[src/rtl/spi_eng_pkg.sv]
// Package: shared mode register layout for the SPI byte shift engine.
// Assumes: field order matches the write data bit positions (enable is bit 0).
package spi_eng_pkg;

    localparam int MODE_W = 7;

    typedef struct packed {
        logic rx_inv;     // bit 6
        logic tx_inv;     // bit 5
        logic rx_pol;     // bit 4
        logic tx_pol;     // bit 3
        logic dout_idle;  // bit 2
        logic msb_first;  // bit 1
        logic en;         // bit 0
    } mode_t;

endpackage

[src/rtl/spi_mode_reg.sv]
// Module: spi_mode_reg
// Holds the mode fields. Writes are dropped while a transfer runs; while the
// engine is enabled and idle only the enable bit is writable; receive
// polarity can only be 1 together with transmit polarity.
// Assumes: busy comes from the sequencer and is registered.
module spi_mode_reg
    import spi_eng_pkg::*;
(
    input  logic              clk,
    input  logic              rst_n,
    input  logic              wr_en,
    input  logic [MODE_W-1:0] wr_data,
    input  logic              busy,
    output mode_t             mode
);

    mode_t wr_mode;
    logic [MODE_W-1:0] mode_vec;

    assign wr_mode  = mode_t'(wr_data);
    assign mode_vec = mode;

    // Apply a write according to the current enable and busy state.
    always_ff @(posedge clk) begin
        if (!rst_n) begin
            mode <= '0;
        end else if (wr_en && !busy) begin
            if (!mode.en) begin
                mode        <= wr_mode;
                mode.rx_pol <= wr_mode.rx_pol & wr_mode.tx_pol;
            end else begin
                mode.en <= wr_mode.en;
            end
        end
    end

    // nothing changes across a cycle that started busy
    assert_frozen_busy_R7: assert property (@(posedge clk) disable iff (!rst_n)
        busy |=> $stable(mode_vec));

    // enabled and idle, only the enable bit may move
    assert_only_enable_R7: assert property (@(posedge clk) disable iff (!rst_n)
        (mode.en && !busy) |=> $stable(mode_vec[MODE_W-1:1]));

    // receive polarity never set without transmit polarity
    assert_rxpol_tied_R8: assert property (@(posedge clk) disable iff (!rst_n)
        !mode.tx_pol |-> !mode.rx_pol);

endmodule

[src/rtl/spi_clk_gen.sv]
// Module: spi_clk_gen
// Sequencer and serial clock divider. Each bit period is two halves of
// HALF_DIV system clocks; the clock leaves its rest level at the mid edge and
// returns at the closing edge. Strobes mark the cycle before each edge.
// Assumes: go is only asserted while busy is low.
module spi_clk_gen #(
    parameter int HALF_DIV = 2,
    parameter int DATA_W   = 8
) (
    input  logic clk,
    input  logic rst_n,
    input  logic go,
    input  logic idle_sclk,
    output logic busy,
    output logic sclk,
    output logic mid_stb,
    output logic end_stb,
    output logic last_stb
);

    localparam int CW  = (HALF_DIV > 1) ? $clog2(HALF_DIV) : 1;
    localparam int BW  = (DATA_W > 1) ? $clog2(DATA_W) : 1;
    localparam int RUN = 2 * HALF_DIV * DATA_W;
    localparam int RW  = $clog2(RUN) + 1;

    logic [CW-1:0] hcnt;
    logic [BW-1:0] bitcnt;
    logic          half;
    logic          sclk_q;
    logic          wrap;
    logic [RW-1:0] run_cnt;

    assign wrap     = (hcnt == CW'(HALF_DIV - 1));
    assign mid_stb  = busy && wrap && !half;
    assign end_stb  = busy && wrap && half;
    assign last_stb = end_stb && (bitcnt == BW'(DATA_W - 1));
    assign sclk     = busy ? sclk_q : idle_sclk;

    // Count half periods and bits, toggle the serial clock at each wrap.
    always_ff @(posedge clk) begin
        if (!rst_n) begin
            busy   <= 1'b0;
            hcnt   <= '0;
            half   <= 1'b0;
            bitcnt <= '0;
            sclk_q <= 1'b0;
        end else if (go) begin
            busy   <= 1'b1;
            hcnt   <= '0;
            half   <= 1'b0;
            bitcnt <= '0;
            sclk_q <= idle_sclk;
        end else if (busy) begin
            if (wrap) begin
                hcnt   <= '0;
                half   <= ~half;
                sclk_q <= ~sclk_q;
                if (half) begin
                    if (bitcnt == BW'(DATA_W - 1)) busy <= 1'b0;
                    else                           bitcnt <= bitcnt + 1'b1;
                end
            end else begin
                hcnt <= hcnt + 1'b1;
            end
        end
    end

    // Independent length counter used only by the check below.
    always_ff @(posedge clk) begin
        if (!rst_n)     run_cnt <= '0;
        else if (go)    run_cnt <= '0;
        else if (busy)  run_cnt <= run_cnt + 1'b1;
    end

    // busy window is exactly 2*HALF_DIV*DATA_W cycles
    assert_busy_len_R9: assert property (@(posedge clk) disable iff (!rst_n)
        $fell(busy) |-> (run_cnt == RW'(RUN)));

endmodule

[src/rtl/spi_shifter.sv]
// Module: spi_shifter
// Transmit and receive shift registers. Loads the first transmit bit on go,
// launches the next bit at each closing edge, stores sampled bits on the
// chosen sample strobe and presents the byte with a done pulse.
// Assumes: strobes come from spi_clk_gen; mode bits stay fixed while busy.
module spi_shifter #(
    parameter int DATA_W = 8
) (
    input  logic              clk,
    input  logic              rst_n,
    input  logic              go,
    input  logic              busy,
    input  logic [DATA_W-1:0] tx_byte,
    input  logic              msb_first,
    input  logic              tx_inv,
    input  logic              rx_inv,
    input  logic              end_stb,
    input  logic              last_stb,
    input  logic              smp_stb,
    input  logic              din,
    output logic              dout_q,
    output logic [DATA_W-1:0] rx_byte,
    output logic              done
);

    logic [DATA_W-1:0] tx_sh;
    logic [DATA_W-1:0] rx_sh;
    logic [DATA_W-1:0] tx_next_sh;
    logic [DATA_W-1:0] rx_ins;
    logic              first_bit;
    logic              next_bit;
    logic              rx_bit;

    // Select shift direction and the bits at each end from the order bit.
    always_comb begin
        rx_bit = din ^ rx_inv;
        if (msb_first) begin
            first_bit  = tx_byte[DATA_W-1];
            next_bit   = tx_sh[DATA_W-2];
            tx_next_sh = {tx_sh[DATA_W-2:0], 1'b0};
            rx_ins     = {rx_sh[DATA_W-2:0], rx_bit};
        end else begin
            first_bit  = tx_byte[0];
            next_bit   = tx_sh[1];
            tx_next_sh = {1'b0, tx_sh[DATA_W-1:1]};
            rx_ins     = {rx_bit, rx_sh[DATA_W-1:1]};
        end
    end

    // Shift, sample and present the finished byte.
    always_ff @(posedge clk) begin
        if (!rst_n) begin
            tx_sh   <= '0;
            rx_sh   <= '0;
            rx_byte <= '0;
            dout_q  <= 1'b0;
            done    <= 1'b0;
        end else begin
            done <= last_stb;
            if (go) begin
                tx_sh  <= tx_byte;
                dout_q <= first_bit ^ tx_inv;
            end else if (end_stb && !last_stb) begin
                tx_sh  <= tx_next_sh;
                dout_q <= next_bit ^ tx_inv;
            end
            if (smp_stb) rx_sh <= rx_ins;
            if (last_stb) rx_byte <= smp_stb ? rx_ins : rx_sh;
        end
    end

    // data out moves only at a closing edge while a transfer runs
    assert_launch_edge_R3: assert property (@(posedge clk) disable iff (!rst_n)
        (busy && !end_stb) |=> $stable(dout_q));

    // done never lasts two cycles
    assert_done_single_R11: assert property (@(posedge clk) disable iff (!rst_n)
        done |=> !done);

endmodule

[src/rtl/spi_byte_engine.sv]
// Module: spi_byte_engine (top)
// One-byte SPI master: mode register, clock sequencer and shift registers.
// Picks the sample strobe from the two polarity bits and holds the data-out
// pin at its programmed rest level outside transfers.
// Assumes: HALF_DIV >= 1 (divisor 2*HALF_DIV), DATA_W >= 2.
module spi_byte_engine
    import spi_eng_pkg::*;
#(
    parameter int HALF_DIV = 2,
    parameter int DATA_W   = 8
) (
    input  logic              clk,
    input  logic              rst_n,
    input  logic              cfg_we,
    input  logic [MODE_W-1:0] cfg_wdata,
    input  logic              start,
    input  logic [DATA_W-1:0] tx_byte,
    output logic [DATA_W-1:0] rx_byte,
    output logic              done,
    output logic              busy,
    output logic              spi_clk,
    output logic              spi_dout,
    input  logic              spi_din
);

    mode_t mode;
    logic  go;
    logic  mid_stb;
    logic  end_stb;
    logic  last_stb;
    logic  smp_stb;
    logic  sample_mid;
    logic  dout_q;

    assign go         = start && mode.en && !busy;
    assign sample_mid = (mode.rx_pol == mode.tx_pol);
    assign smp_stb    = sample_mid ? mid_stb : end_stb;
    assign spi_dout   = busy ? dout_q : mode.dout_idle;

    spi_mode_reg u_mode (
        .clk     (clk),
        .rst_n   (rst_n),
        .wr_en   (cfg_we),
        .wr_data (cfg_wdata),
        .busy    (busy),
        .mode    (mode)
    );

    spi_clk_gen #(.HALF_DIV(HALF_DIV), .DATA_W(DATA_W)) u_clk (
        .clk       (clk),
        .rst_n     (rst_n),
        .go        (go),
        .idle_sclk (mode.tx_pol),
        .busy      (busy),
        .sclk      (spi_clk),
        .mid_stb   (mid_stb),
        .end_stb   (end_stb),
        .last_stb  (last_stb)
    );

    spi_shifter #(.DATA_W(DATA_W)) u_shift (
        .clk       (clk),
        .rst_n     (rst_n),
        .go        (go),
        .busy      (busy),
        .tx_byte   (tx_byte),
        .msb_first (mode.msb_first),
        .tx_inv    (mode.tx_inv),
        .rx_inv    (mode.rx_inv),
        .end_stb   (end_stb),
        .last_stb  (last_stb),
        .smp_stb   (smp_stb),
        .din       (spi_din),
        .dout_q    (dout_q),
        .rx_byte   (rx_byte),
        .done      (done)
    );

    // a transfer only begins after an enabled start strobe
    assert_start_gate_R10: assert property (@(posedge clk) disable iff (!rst_n)
        $rose(busy) |-> $past(start && mode.en));

    // the end of busy coincides with done
    assert_done_at_end_R11: assert property (@(posedge clk) disable iff (!rst_n)
        $fell(busy) |-> done);

endmodule

[config.mk]
export PLATFORM = sky130hd
export DESIGN_NAME = spi_byte_engine
export DESIGN_NICKNAME = d
export VERILOG_FILES = /design/src/rtl/spi_eng_pkg.sv /design/src/rtl/spi_mode_reg.sv /design/src/rtl/spi_clk_gen.sv /design/src/rtl/spi_shifter.sv /design/src/rtl/spi_byte_engine.sv
export SDC_FILE = /design/constraint.sdc
export NUM_CORES = 1
export LEC_CHECK = 0
export BUFFER_PORTS_ARGS = -buffer_cell sky130_fd_sc_hd__buf_2
export CORE_MARGIN = 2
export CORE_UTILIZATION = 36
export DETAILED_ROUTE_END_ITERATION = 7
export MAX_ROUTING_LAYER = met4
export PLACE_DENSITY = 0.54
export SYNTH_ARGS = -nofsm -noshare
export SYNTH_HDL_FRONTEND = slang
export SYNTH_SLANG_ARGS = --single-unit
[constraint.sdc]
create_clock -name clk -period 1.6 [get_ports clk]
set_input_delay 0.16 -clock clk [delete_from_list [all_inputs] [get_ports clk]]
set_output_delay 0.16 -clock clk [all_outputs]
set_load 0.01 [all_outputs]
Word level (Yosys, flattened, before mapping):

Index checks and enable logic that the tools add are counted.

* $add $sub $neg: 2
* eq/ne operators: 2
* muxes and demuxes: 21
* bitwise logic cells: 9
* reductions and logical operators: 19

Operators by type and width (count)
* 2-to-1 mux 8 bit: 5
* 2-to-1 mux 1 bit: 16
* logical AND 1 bit: 8
* AND reduction 2 bit: 3
* nonzero test 2 bit: 3
* inverter 1 bit: 5
* AND reduction 4 bit: 1
* adder 3 x 1 -> 3 bit, second input constant: 1
* == test 3 bit, second input constant: 1
* zero test 1 bit: 3
* XOR 1 bit: 3
* OR reduction 2 bit: 1
* adder 1 bit, second input constant: 1
* AND 1 bit: 1
* == test 1 bit: 1

* flip-flop bits (word level): 40
* output and inout port bits: 12

Longest topological paths before layout:

Gate-level depths: netlist (run 1).

* word-level depth: 7
* mapped depth: 8
* gate-level depth less buffers: 6

Cells and area by module:

Synthesis (run 1) repeated with hierarchy kept, for this count alone.

* cells, all modules: 212
* area, all modules: 1910.6 um2

Modules (own cells, without submodules)
* spi_shifter: times used 1, cells each 136, area each 1187.4 um2, sequential area each 520.5 um2
* spi_clk_gen: times used 1, cells each 40, area each 406.6 um2, sequential area each 140.1 um2
* spi_mode_reg: times used 1, cells each 31, area each 277.8 um2, sequential area each 140.1 um2
* spi_byte_engine: times used 1, cells each 5, area each 38.8 um2, sequential area each 0.0 um2

Worst setup path before layout (run 1):

OpenSTA, ideal clock, no wires.

* kind: flip-flop to flip-flop
* from: register u_clk.bitcnt[0]
* to: register u_shift.tx_sh[6]
* arrival time: 1.416 ns
* slack: 0.064 ns
* cell stages (with the launch flop): 9
* buffers on the path: 2
* path through: dfxtp_1 ha_1 ha_1 and4b_1 buf_2 buf_4 nand2_1 o211ai_1 a21boi_1

* word-level cells in the longest chain between the ends: 5

Ends and longest elaborated chain
* start: declaration: RTL line spi_clk_gen.sv:27 `logic [BW-1:0] bitcnt;`
* start signal: assignment: RTL line spi_clk_gen.sv:60 `else bitcnt <= bitcnt + 1'b1;`
* == test 3 bit: RTL line spi_clk_gen.sv:36 `assign last_stb = end_stb && (bitcnt == BW'(DATA_W - 1));`
* logical AND 1 bit: RTL line spi_clk_gen.sv:36
* zero test 1 bit: RTL line spi_shifter.sv:63 `end else if (end_stb && !last_stb) begin`
* logical AND 1 bit: RTL line spi_shifter.sv:63
* nonzero test 2 bit (no line)
* end signal: assignment: RTL line spi_shifter.sv:61 `tx_sh <= tx_byte;`
* end signal: assignment: RTL line spi_shifter.sv:64 `tx_sh <= tx_next_sh;`
* end: declaration: RTL line spi_shifter.sv:26 `logic [DATA_W-1:0] tx_sh;`

No other way between the ends.
A chain may end at the register's enable or synchronous reset.

Worst setup path after layout (run 1):

* from: register u_clk.bitcnt[0]
* to: register u_shift.tx_sh[7]

The elaborated chain is that of the path after synthesis.

==> results.json, run 1 <==
{
  "ys_types": 29,
  "vias": 1381,
  "ys_ff_latch": 40,
  "pwr-share-comb": 0.084,
  "cts_resized": 0,
  "die_w_um": 75.4,
  "finalSetupViolCount": 0,
  "synth_warnings": 0,
  "core_area_um2": 4820,
  "hold_violations": 0,
  "cts_buffers": 5,
  "hold_depth": 3,
  "worstPathArrival_ns": 1.76,
  "via_per_inst": 4.71,
  "synth.avg_cell_area_um2": 9.71,
  "initial_utilization": 0.381,
  "p_clk_frac": 0.440,
  "intPower_mw": 1.73,
  "dieHeight_um": 75.4,
  "power_density_nw_per_um2": 974,
  "crit_type": "register to register",
  "post_drt_wl_per_cell_um": 12.5,
  "clockRootBuffer": "clkbuf_8",
  "multi_input_area_um2": 976,
  "dr.pass1.iters": 4,
  "finalClockSkew_ns": 0.00659,
  "ant_nets": 0,
  "hp-class": "primary input to register",
  "path_max_fanout": 17,
  "finalCriticalPeriod_ns": 1.52,
  "grtUsageTotal": 0.149,
  "grt_setup_unrepaired": "no",
  "drv_slew": 0,
  "grt_antenna_before_repair": 0,
  "grt_pass1_vias": 1272,
  "grt_pass1_wl_um": 6130,
  "fin_cells": 293,
  "fill_cells": 507,
  "cts.sinks": 40,
  "final_common_cell": "dfxtp_1",
  "relSlewSlack": 0.759,
  "hpwl_um": 2590,
  "syn-cell-area_um2": 1830,
  "leakagePower_nw": 0.986,
  "finalSetupTns_ns": 0,
  "postCtsSetupBuffers": 0,
  "drt-total-wl_um": 3650,
  "maxCapViolations": 0,
  "ios": 32,
  "worstPathRequired_ns": 1.84,
  "peakVddDrop_mv": 0.455,
  "cp-end-kind": "register",
  "status": "finished clean",
  "place_congestion": 0.743,
  "netSwitchingFraction": 0.207,
  "clock_tree.buffer_depth": 2,
  "dieArea_um2": 5680,
  "syn_to_final_growth_pct": 22.0,
  "start_kind": "register",
  "pwr-share-seq": 0.477,
  "synth_nets": 212,
  "final_cell_mix": "39 x dfxtp_1, 33 x nand2_1, 31 x buf_2, 20 x mux2i_1, 18 x nor2b_1",
  "regArea_um2": 802,
  "layout.nets": 249,
  "dr.first_iter.drc_count": 77,
  "overflow": 0,
  "path_clk_slew_ns": 0.08,
  "antenna_cells": 0,
  "placed_cells": 286,
  "postCtsHoldBufs": 0,
  "max_freq_mhz": 657,
  "cts_tree": "yes",
  "drc": 0,
  "worst_pin_slew_ns": 0.361,
  "fin_crit_sh": 0.952,
  "htreeDepth": 2,
  "synth-seq-area-share": 0.437,
  "power.switching_mw": 0.450,
  "grt_max_degree": 20,
  "clk_latency_ns": 0.29,
  "drive_gt1_frac": 0.274,
  "portBuffers": 31,
  "ff2ff_path_depth": 7,
  "syn_inst": 189,
  "placementRows": 25
}
-- synth_stat cells --
| cell | n | area [um^2] |
|---|---|---|
| mux2i_1 | 20 | 200 |
| nand2_1 | 33 | 124 |
| buf_4 | 2 | 15.0 |
| nand4b_1 | 1 | 8.76 |
| dfxtp_1 | 40 | 801 |
| o211ai_1 | 6 | 45.0 |
| nand2b_1 | 1 | 6.26 |
| nand3_1 | 4 | 20.0 |
| mux2_2 | 8 | 90.1 |
| and4_2 | 1 | 10.0 |
| a21boi_1 | 7 | 52.6 |
| nand3_4 | 1 | 17.5 |
| a21oi_1 | 5 | 25.0 |
| buf_2 | 4 | 20.0 |
| nor2b_1 | 18 | 113 |
| nand3b_1 | 1 | 7.51 |
| o21ai_1 | 8 | 40.0 |
| o211a_1 | 3 | 30.0 |
| xnor3_2 | 1 | 23.8 |
| o21ai_0 | 2 | 10.0 |
| ha_1 | 3 | 37.5 |
| inv_1 | 1 | 3.75 |
| nor2_1 | 5 | 18.8 |
| nand3b_2 | 1 | 11.3 |
| mux4_2 | 1 | 22.5 |
| xnor2_1 | 4 | 35.0 |
| and4b_1 | 1 | 10.0 |
| clkbuf_1 | 5 | 18.8 |
| xor2_1 | 2 | 17.5 |
-- power groups by stage --
stage                     logic [mW]  clock network [mW]  registers, mW
after floorplan                0.124                   0           1.06
after global placement         0.185                   0           1.06
after detailed placement       0.186                   0           1.06
after CTS                      0.187               0.981           1.04
after global routing           0.205                1.04           1.04
final                          0.183               0.958           1.04
-- stage by stage --
stage                     setup WS (ns)  instance area (um^2)   util  power [mW]  hold WS [ns]
after floorplan                  0.0642                  1830      -        1.18         0.295
after global placement            0.117                  2110  0.437        1.25         0.401
after detailed placement         0.0814                  2110  0.437        1.25         0.405
after CTS                        0.0254                  2240  0.464        2.21        0.0943
after global routing            0.00380                  2240  0.464        2.29         0.106
final                            0.0771                  2240  0.464        2.18        0.0988
-- path summary, 6_finish.rpt --
check | startpoint | end | slack, ns
worst max-delay path | u_clk.bitcnt[0]$_SDFFE_PP0P_ | u_shift.tx_sh[7]$_SDFFE_PN0P_ | 0.08
worst min register to register | u_shift.rx_byte[4]$_SDFFE_PN0P_ | u_shift.rx_byte[4]$_SDFFE_PN0P_ | 0.44
worst max register to register | u_clk.bitcnt[0]$_SDFFE_PP0P_ | u_shift.tx_sh[7]$_SDFFE_PN0P_ | 0.08
worst min-delay path | tx_byte[2] | u_shift.tx_sh[2]$_SDFFE_PN0P_ | 0.1
-- logic make-up (layout without fill, tap and decap cells) --
kind of cell | Yosys count | count (layout) | share of synthesized area
and+or+nand+nor | 67 | 67 | 0.189
DFF | 40 | 40 | 0.437
AOI/OAI and AO/OA | 31 | 31 | 0.111
muxes | 29 | 29 | 0.171
buffers and inverters | 12 | 49 | 0.0314
xor gates and xnor gates | 7 | 7 | 0.0416
adders and majority gates | 3 | 3 | 0.0205
-- final cells by class --
type | instances | area share
Sequential cell | 40 | 0.359
Multi-Input combinational cell | 137 | 0.436
Clock buffer | 5 | 0.0308
Tap cell | 67 | 0.0375
Timing Repair Buffer | 41 | 0.109
Clock inverter | 2 | 0.0268
Inverter | 1 | 0.00168
-- per-layer routing --
metal,vias to the layer above,part of all wire,GRT usage
met5,-,0,-
met4,0,0.011,0.0526
met3,6,0.041,0.0410
met2,25,0.44,0.221
met1,630,0.51,0.195
li1,720,-,-
-- registers in the layout, summed over array words and instances (netlist names) --
signal / count
u_mode.mode: 7
u_clk.bitcnt: 3
u_clk.sclk_q: 1
u_clk.half: 1
u_shift.rx_sh: 8
u_shift.done: 1
u_clk.hcnt: 1
u_shift.dout_q: 1
u_shift.tx_sh: 8
u_shift.rx_byte: 8
u_clk.busy: 1
-- worst max-delay path: stages (launching register included) --
cell     delay (ns)
dfxtp_1        0.33
ha_1           0.21
ha_1           0.18
and4b_1        0.29
buf_12         0.15
nand3_1        0.08
nand3_1        0.09
o211a_1        0.14
No activity file was read; power rests on OpenSTA's default activity.
==> run 2: changes to the inputs <==
Settings changed: CTS_BUF_LIST set to sky130_fd_sc_hd__clkbuf_8.
Clock period 1.6 ns to 1.35 ns, I/O delays scaled along.
==> run 2 against run 1 <==
  * Largest cell class unchanged
  * Critical endpoint unchanged
  * Cell area increased by 10%
  * Sequential power increased by 18%
  * Global-route usage increased by 1.5 points
  * Cell count increased by 3.8%
  * The flow now finishes with violations (setup timing)
==> results.json, run 2 (synthesis results as in run 1) <==
{
  "top_regs": "u_shift.rx_byte (8), u_shift.rx_sh (8), u_shift.tx_sh (8)",
  "min_from": "tx_byte[5]",
  "finalCriticalPeriod_ns": 1.48,
  "relSlewSlack": 0.820,
  "via_per_inst": 4.79,
  "dr.first_iter.drc_count": 51,
  "fin_crit_sh": 1.09,
  "antenna_cells": 0,
  "path_max_fanout": 17,
  "dp_slack_ns": -0.120,
  "placementRows": 25,
  "finalClockSkew_ns": 0.00890,
  "clock_tree.buffer_depth": 2,
  "ant_nets": 0,
  "clockRootBuffer": "clkbuf_8",
  "rr_endpoint": "u_shift.tx_sh[7]$_SDFFE_PN0P_",
  "leakagePower_nw": 1.03,
  "hold_end": "u_shift.tx_sh[5]$_SDFFE_PN0P_",
  "die_w_um": 75.4,
  "worst_pin_slew_ns": 0.270,
  "fin_cells": 304,
  "final_cell_mix": "35 x dfxtp_1, 32 x nand2_1, 29 x buf_2, 16 x nor2b_1, 16 x buf_4",
  "dr.pass1.iters": 4,
  "finalSetupViolCount": 27,
  "final_common_cell": "dfxtp_1",
  "hold_depth": 3,
  "grt_pass1_vias": 1441,
  "peakVddDrop_mv": 0.502,
  "post_drt_wl_per_cell_um": 13.5,
  "hp-class": "primary input to register",
  "maxCapViolations": 0,
  "initial_utilization": 0.381,
  "overflow": 0,
  "ff2ff_path_depth": 7,
  "grtUsageTotal": 0.165,
  "postCtsHoldBufs": 0,
  "cts_tree": "yes",
  "grt_antenna_before_repair": 0,
  "core_area_um2": 4820,
  "cp-end-kind": "register",
  "crit_type": "register to register",
  "rrSetupSlack_ns": -0.13,
  "drv_slew": 0,
  "drt-total-wl_um": 4100,
  "ios": 32,
  "grt_max_degree": 20,
  "max_freq_mhz": 677,
  "grt_setup_unrepaired": "yes",
  "clk_latency_ns": 0.30,
  "syn_to_final_growth_pct": 34.4,
  "portBuffers": 31,
  "htreeDepth": 2,
  "fill_cells": 474,
  "fin_ws_ns": -0.126,
  "path_clk_slew_ns": 0.08,
  "cts.sinks": 40,
  "final_util": 0.512,
  "place_congestion": 0.825,
  "start_kind": "register",
  "cts_buffers": 5,
  "dieArea_um2": 5680,
  "worstPathArrival_ns": 1.72,
  "grt_pass1_wl_um": 6720,
  "drc": 0,
  "hpwl_um": 3000,
  "status": "finished, violations left",
  "placed_cells": 294,
  "vias": 1456,
  "r2r_start": "u_clk.bitcnt[0]$_SDFFE_PP0P_",
  "violations": "setup timing",
  "layout.nets": 259,
  "drive_gt1_frac": 0.388,
  "worstPathRequired_ns": 1.59,
  "dieHeight_um": 75.4,
  "hold_violations": 0,
  "power_density_nw_per_um2": 1010
}
## run 2: cell types whose count changed in the layout (fill, tap and decap cells not counted), moves of 3 or more
cell	change
buf_4	+7
buf_6	+3
dfxtp_1	-4
dfxtp_2	+4
mux2i_1	-7
mux2i_2	+4
mux2i_4	+3
## run 2: power breakdown
part | switching (mW) | internal, mW
clock | 0.447 | 0.557
sequential | 0.0219 | 1.21
combinational | 0.117 | 0.149
total | 0.586 | 1.91
## run 2: repair_timing
action,4_1_cts,5_1_grt
pin swaps,2,4
hold endpoints to repair,0,0
endpoints found under the setup margin,34,36
resized for setup,14,12
setup buffers,0,2
## run 2: worst max-delay path by stage
stage / startpoint / endpoint / slack, ns
CTS: u_clk.bitcnt[0]$_SDFFE_PP0P_ / u_shift.tx_sh[7]$_SDFFE_PN0P_ / -0.14
detailed placement: u_clk.bitcnt[0]$_SDFFE_PP0P_ / u_shift.tx_sh[7]$_SDFFE_PN0P_ / -0.12
floorplan: u_clk.bitcnt[0]$_SDFFE_PP0P_ / u_shift.tx_sh[6]$_SDFFE_PN0P_ / -0.07
global placement: u_mode.mode[3]$_SDFFE_PN0P_ / u_shift.rx_byte[3]$_SDFFE_PN0P_ / -0.07
global route: u_clk.bitcnt[0]$_SDFFE_PP0P_ / u_shift.tx_sh[7]$_SDFFE_PN0P_ / -0.20
finish: u_clk.bitcnt[0]$_SDFFE_PP0P_ / u_shift.tx_sh[7]$_SDFFE_PN0P_ / -0.13
## run 2: cell type report
type	count	area (um^2)	share of cell area
well taps	67	83.8	0.0340
multi-input cells	137	1090	0.444
inverters	1	3.75	0.00152
clock buffers	5	68.8	0.0279
clock inverters	3	47.5	0.0193
repair buffers	51	359	0.146
flip-flops and latches	40	807	0.327
## run 2: layer usage
layer	vias up	global-route usage	routed length, um
met5	-	-	0
met4	0	0.0780	82
met3	8	0.0410	251
met2	37	0.247	1890
met1	672	0.208	1870
li1	739	-	-
## run 2: critical path, cell delays in order, from the launching register on
cell and delay, ns:
dfxtp_2 0.34, ha_4 0.16, ha_4 0.15, and4b_1 0.29
buf_12 0.15, nand3_1 0.08, nand3_1 0.09, o211a_1 0.15
## run 2: per-stage QoR
step | hold WS, ns | power (mW) | setup TNS (ns) | area, um^2
after global placement | 0.380 | 1.50 | -1.00 | 2230
after floorplan | 0.274 | 1.40 | -0.216 | 1880
after global routing | 0.0761 | 2.61 | -3.77 | 2460
after CTS | 0.0634 | 2.52 | -1.84 | 2390
final | 0.0733 | 2.50 | -2.07 | 2460
after detailed placement | 0.384 | 1.51 | -1.85 | 2230
